===== src/rtl/clkdiv_pkg.sv =====
package clkdiv_pkg;
  localparam int REG_W    = 32;
  localparam int DIV_W    = 6;
  localparam int RATIO_W  = DIV_W + 1;
  localparam int STOP_BIT = 8;

  function automatic int sel_lsb(input int nsrc);
    return (nsrc == 8) ? 12 : ((nsrc == 4) ? 6 : 0);
  endfunction

  function automatic int sel_w(input int nsrc);
    return (nsrc == 8) ? 3 : ((nsrc == 4) ? 2 : 0);
  endfunction

  function automatic logic [REG_W-1:0] reg_mask(input int nsrc);
    logic [REG_W-1:0] m;
    m = 32'h0000_013F;
    for (int b = 0; b < REG_W; b++)
      if (b >= sel_lsb(nsrc) && b < sel_lsb(nsrc) + sel_w(nsrc)) m[b] = 1'b1;
    return m;
  endfunction

  function automatic logic [RATIO_W-1:0] ratio_of(input logic [DIV_W-1:0] f);
    return {1'b0, f} + RATIO_W'(1);
  endfunction

  // high for the last floor(D/2) counts of a period; D == 1 is always high
  function automatic logic phase_high(input logic [DIV_W-1:0] cnt,
                                      input logic [RATIO_W-1:0] ratio);
    if (ratio == RATIO_W'(1)) return 1'b1;
    return {1'b0, cnt} >= (ratio - (ratio >> 1));
  endfunction
endpackage


===== src/rtl/clkdiv_regs.sv =====
module clkdiv_regs
  import clkdiv_pkg::*;
#(
  parameter int NSRC  = 8,
  parameter int IDX_W = (NSRC > 1) ? $clog2(NSRC) : 1
) (
  input  logic             clk,
  input  logic             rst,
  input  logic             wr_en,
  input  logic [REG_W-1:0] wr_data,
  output logic [DIV_W-1:0] cfg_div,
  output logic             cfg_stop,
  output logic [IDX_W-1:0] cfg_sel,
  output logic [REG_W-1:0] rd_data,
  output logic             enabled
);
  localparam int SEL_LSB = sel_lsb(NSRC);
  localparam int SEL_W   = sel_w(NSRC);

  logic [IDX_W-1:0] sel_in;
  logic [REG_W-1:0] sel_img;
  logic [REG_W-1:0] img;
  logic [DIV_W-1:0] div_in;

  generate
    if (SEL_W > 0) begin : g_sel
      assign sel_in  = wr_data[SEL_LSB +: SEL_W];
      assign sel_img = REG_W'(cfg_sel) << SEL_LSB;
    end else begin : g_nosel
      assign sel_in  = '0;
      assign sel_img = '0;
    end
  endgenerate

  // stopping needs a non-zero divide field
  assign div_in = (wr_data[STOP_BIT] && wr_data[DIV_W-1:0] == '0)
                  ? {DIV_W{1'b1}} : wr_data[DIV_W-1:0];

  always_ff @(posedge clk) begin
    if (rst) begin
      cfg_div  <= {DIV_W{1'b1}};
      cfg_stop <= 1'b1;
      cfg_sel  <= '0;
    end else if (wr_en) begin
      cfg_div  <= div_in;
      cfg_stop <= wr_data[STOP_BIT];
      cfg_sel  <= sel_in;
    end
  end

  always_comb begin
    img                = sel_img;
    img[DIV_W-1:0]     = cfg_div;
    img[STOP_BIT]      = cfg_stop;
  end

  always_ff @(posedge clk) begin
    if (rst) begin
      rd_data <= 32'h0000_013F;
      enabled <= 1'b0;
    end else begin
      rd_data <= img;
      enabled <= ~cfg_stop;
    end
  end
endmodule


===== src/rtl/clkdiv_srcsel.sv =====
module clkdiv_srcsel #(
  parameter int NSRC     = 8,
  parameter int HOLD_CYC = 4,
  parameter int IDX_W    = (NSRC > 1) ? $clog2(NSRC) : 1
) (
  input  logic             clk,
  input  logic             rst,
  input  logic [IDX_W-1:0] cfg_sel,
  input  logic [NSRC-1:0]  src_tick,
  output logic             tick,
  output logic             hold
);
  localparam int QW = $clog2(HOLD_CYC + 1);

  logic [IDX_W-1:0] act_q;
  logic             quiet_q;
  logic [QW-1:0]    qcnt_q;
  logic             picked;

  always_ff @(posedge clk) begin
    if (rst) begin
      act_q   <= '0;
      quiet_q <= 1'b0;
      qcnt_q  <= '0;
    end else if (!quiet_q) begin
      if (act_q != cfg_sel) begin
        quiet_q <= 1'b1;
        qcnt_q  <= '0;
      end
    end else if (qcnt_q == QW'(HOLD_CYC - 1)) begin
      quiet_q <= 1'b0;
      act_q   <= cfg_sel;
    end else begin
      qcnt_q <= qcnt_q + QW'(1);
    end
  end

  always_comb begin
    picked = 1'b0;
    for (int i = 0; i < NSRC; i++)
      if (act_q == IDX_W'(i)) picked = src_tick[i];
  end

  assign hold = quiet_q || (act_q != cfg_sel);
  assign tick = !hold && picked;
endmodule


===== src/rtl/clkdiv_counter.sv =====
module clkdiv_counter
  import clkdiv_pkg::*;
(
  input  logic             clk,
  input  logic             rst,
  input  logic             run,
  input  logic             tick,
  input  logic [DIV_W-1:0] cfg_div,
  output logic             clk_en
);
  logic [DIV_W-1:0]   cnt_q, cnt_n;
  logic [RATIO_W-1:0] div_q, div_n;

  always_comb begin
    cnt_n = cnt_q;
    div_n = div_q;
    if (!run) begin
      cnt_n = '0;
      div_n = ratio_of(cfg_div);
    end else if (tick) begin
      if ({1'b0, cnt_q} == div_q - RATIO_W'(1)) begin
        cnt_n = '0;
        div_n = ratio_of(cfg_div);
      end else begin
        cnt_n = cnt_q + DIV_W'(1);
      end
    end
  end

  always_ff @(posedge clk) begin
    if (rst) begin
      cnt_q  <= '0;
      div_q  <= RATIO_W'(64);
      clk_en <= 1'b0;
    end else begin
      cnt_q  <= cnt_n;
      div_q  <= div_n;
      clk_en <= run && phase_high(cnt_n, div_n);
    end
  end
endmodule


===== src/rtl/clkdiv_gate.sv =====
module clkdiv_gate
  import clkdiv_pkg::*;
#(
  parameter int NSRC     = 8,
  parameter int HOLD_CYC = 4
) (
  input  logic             clk,
  input  logic             rst,
  input  logic             wr_en,
  input  logic [31:0]      wr_data,
  output logic [31:0]      rd_data,
  input  logic [NSRC-1:0]  src_tick,
  output logic             clk_en,
  output logic             enabled
);
  localparam int IDX_W = (NSRC > 1) ? $clog2(NSRC) : 1;

  logic [DIV_W-1:0] cfg_div;
  logic             cfg_stop;
  logic [IDX_W-1:0] cfg_sel;
  logic             sel_tick;
  logic             sel_hold;

  clkdiv_regs #(.NSRC(NSRC), .IDX_W(IDX_W)) u_regs (
    .clk(clk), .rst(rst), .wr_en(wr_en), .wr_data(wr_data),
    .cfg_div(cfg_div), .cfg_stop(cfg_stop), .cfg_sel(cfg_sel),
    .rd_data(rd_data), .enabled(enabled)
  );

  clkdiv_srcsel #(.NSRC(NSRC), .HOLD_CYC(HOLD_CYC), .IDX_W(IDX_W)) u_sel (
    .clk(clk), .rst(rst), .cfg_sel(cfg_sel), .src_tick(src_tick),
    .tick(sel_tick), .hold(sel_hold)
  );

  clkdiv_counter u_div (
    .clk(clk), .rst(rst), .run(!cfg_stop && !sel_hold), .tick(sel_tick),
    .cfg_div(cfg_div), .clk_en(clk_en)
  );
endmodule


===== config.mk =====
export PLATFORM = sky130hd
export DESIGN_NAME = clkdiv_gate
export DESIGN_NICKNAME = d
export VERILOG_FILES = /design/src/rtl/clkdiv_pkg.sv /design/src/rtl/clkdiv_regs.sv /design/src/rtl/clkdiv_srcsel.sv /design/src/rtl/clkdiv_counter.sv /design/src/rtl/clkdiv_gate.sv
export SDC_FILE = /design/constraint.sdc
export NUM_CORES = 1
export LEC_CHECK = 0
export ABC_AREA = 1
export ABC_CLOCK_PERIOD_IN_PS = 4200
export CAP_MARGIN = 25
export CELL_PAD_IN_SITES_DETAIL_PLACEMENT = 1
export CELL_PAD_IN_SITES_GLOBAL_PLACEMENT = 1
export CORE_ASPECT_RATIO = 1.5
export CORE_MARGIN = 2
export CORE_UTILIZATION = 30
export DETAILED_ROUTE_END_ITERATION = 7
export PLACE_DENSITY_LB_ADDON = 0.15
export SETUP_SLACK_MARGIN = 0.4
export SYNTH_ARGS = -nofsm -noshare
export SYNTH_HDL_FRONTEND = slang
export SYNTH_SLANG_ARGS = --single-unit

===== constraint.sdc =====
create_clock -name clk -period 4.2 [get_ports clk]
set_input_delay 0.42 -clock clk [delete_from_list [all_inputs] [get_ports clk]]
set_output_delay 0.42 -clock clk [all_outputs]
set_load 0.05 [all_outputs]

==> run metrics <==
CP startpoint kind flip-flop; site row count 41; DR vias 2,335; fillers 1,080; max cap viols 0; Synth area leader dfxtp_1; Crit Path Class reg -> reg; initial core utilization 31.2%; Leakage 1.51 nW; H-tree levels 2; CP Launch Point u_div.div_q[0]; worst-margin pin slew 0.652 ns; Hold Fails Final Rpt 0; worst clock skew 0.00587 ns; post-synthesis compound-gate area fraction 11.0%; Hold Slack 0.472 ns; worst vdd ir 199 uV; fraction of synthesized cell area taken by the top area cell type 31.8%; vias in the first global route 2,395; Post-DRT Antenna Nets 0; main combinational cell family by area after synthesis simple AND/OR/NAND/NOR gates; Synth cell types 38; sequential area share after synthesis 31.8%; Clock Sinks 42; first-pass GRT wire length 10.8 mm; Hold Buf Count CTS 0; ant diodes 0; outcome completed; Pwr Density 401 mW/mm^2; Synth Area in Adders 10.2%; synth top area cells dfxtp_1 32%, nand2_1 9.7%, ha_1 9.5%, inv_1 7.4%, buf_4 6.3%; largest net degree at the start of global routing 26; TNS Setup 0 ns; Final nets 468; #FFs+latches synth 42; Slew headroom 56.1%; crit path time final 3.54 ns; initial antenna violation count 0; simple-gate share of the synthesized area 27.2%; crit path DAT 3.72 ns; clk_lat worst skew 0.29 ns; Worst Hold Class reg -> reg; Core ar. 0.00846 sq mm; PortBufs 32; post-synthesis cell area 0.00264 sq mm; max-slew violation count 0; Final period util 84.3%; GPL Wtd Cong 0.771; Worst Path Required 4.38 ns; wire length per cell 12.6 um; Synth Area per Inst 7.26 sq um; Pwr Total 1.30 mW; multiplexer area fraction after synthesis 0.379%; routed vias/inst 4.56; non-filler instance count after layout 512; Num CTS Buffers 5; Slowest-stage cell, CP fa_1; CP max FO 12; multi-input logic area 0.00149 sq mm; CTS tree yes; HP Start u_sel.qcnt_q[2]; Post-Place Cells 498; highest clock rate 0.283 GHz; Chip Height 119 um; register area 846 sq um; Synth Instances 364; layout cells sized above 1 14.1%; crit-path max cell delay 0.50 ns; R2R Path Start u_div.div_q[0]; Clock Tree Buf Depth 2; RSZ-0062 raised after global routing no; Detailed Place HPWL 5.09 mm; P&R area growth vs syn 22.6%; Setup crit end kind flip-flop; CP dominant cell by count nand2_1; Die Width 80.6 um; Clk pin slew, worst setup/hold paths 0.06 ns; YS warnings 0; Die Area 0.00959 sq mm; post-layout utilization of the core 38.3%; DRC 0; Total GRT Usage 14.2%; drt pass-1 iters 3; Synth Area in XOR/XNOR 3.31%; CTS root buf clkbuf_16; drt total wl 6.43 mm; total grt overflow 0; Final Setup Violations 0; DRT iter0 DRCs 54; Top Ports 77
==> area by class of cell <==
cell class | instances | share of cell area (%)
clock buffers | 5 | 3.86
multi-input cells | 258 | 46.0
flip-flops and latches | 42 | 26.1
repair buffers | 41 | 12.0
inverters | 56 | 6.57
well taps | 107 | 4.13
clock inverters | 3 | 1.35
==> power by group <==
group | total, mW | internal [mW] | switching (mW)
clock | 0.448 | 0.282 | 0.167
sequential | 0.444 | 0.423 | 0.0213
combinational | 0.407 | 0.153 | 0.253
total | 1.30 | 0.858 | 0.442
==> logic make-up after synthesis <==
group	after synthesis
compound gates	50
xor+xnor	10
fa+ha+maj	21
buf+inv	85
flops	42
mux	1
other cells	1
simple gates	154
==> per-layer routing <==
metal	track usage, %	up-vias	wire length, um
met5	0	-	0
met4	5.19	0	108
met3	2.50	7	173
met2	27.2	39	3600
met1	14.9	1095	2550
li1	-	1194	-
==> registers in the layout, indices dropped and copies added, names as in the netlist <==
signal and cells:
u_regs.cfg_div 6, u_sel.quiet_q 1, u_regs.enabled 1, u_div.cnt_q 6, u_regs.cfg_stop 1, u_regs.rd_data 10, u_sel.qcnt_q 3, u_div.div_q 7
u_regs.cfg_sel 3, u_div.clk_en 1, u_sel.act_q 3
==> stage by stage <==
step	worst slack [ns]	instance area, sq um
2_1_floorplan	0.804	2720
3_3_place_gp	0.278	2990
3_5_place_dp	0.241	2990
4_1_cts	0.430	3170
5_1_grt	0.392	3240
6_report	0.660	3240
==> Yosys cell counts, drive strengths merged <==
cell type / number
nand2: 74
inv: 56
dfxtp: 42
nor2: 34
nand3: 26
buf: 24
o21ai: 24
ha: 20
a21oi: 19
nor3: 8
xor2: 6
clkbuf: 5
o211ai: 4
or2: 4
xnor2: 4
nor4: 3
a211oi: 2
nand3b: 2
nand4: 2
and2: 1
conb: 1
fa: 1
mux2i: 1
o21bai: 1
==> worst paths after layout <==
kind / to / slack, ns / cells after the start
max: u_div.clk_en / 0.66 / 30
min: u_sel.qcnt_q[2] / 0.47 / 2
max reg2reg: u_div.clk_en / 0.66 / 30
min reg2reg: u_sel.qcnt_q[2] / 0.47 / 2
==> cells in the final DEF, fill, tap and decap left out, drive strengths merged <==
cell / instances
nand2: 74
inv: 57
dfxtp: 42
nor2: 34
clkdlybuf4s50: 32
nand3: 26
o21ai: 24
conb: 22
ha: 20
a21oi: 19
buf: 9
nor3: 8
xor2: 6
clkbuf: 5
xnor2: 4
o211ai: 4
or2: 4
nor4: 3
nand4: 2
nand3b: 2
a211oi: 2
mux2i: 1
o21bai: 1
and2: 1
fa: 1
clkinv: 1
bufinv: 1
==> repair_timing <==
| item | CTS | global route |
|---|---|---|
| endpoints found under the setup margin | 1 | 1 |
| buffers inserted | 0 | 6 |
| pin swaps | 0 | 8 |
| gates resized for setup | 4 | 12 |
==> worst max-delay path, delay by kind of cell (launching register included) <==
kind            cells  cell delay (ns)
fa+ha+maj           4             1.16
compound gates      1             0.10
xor+xnor            1             0.11
simple gates       19             1.27
buf+inv             5             0.42
flops               1             0.36
Power figures use the tool's default switching activity.
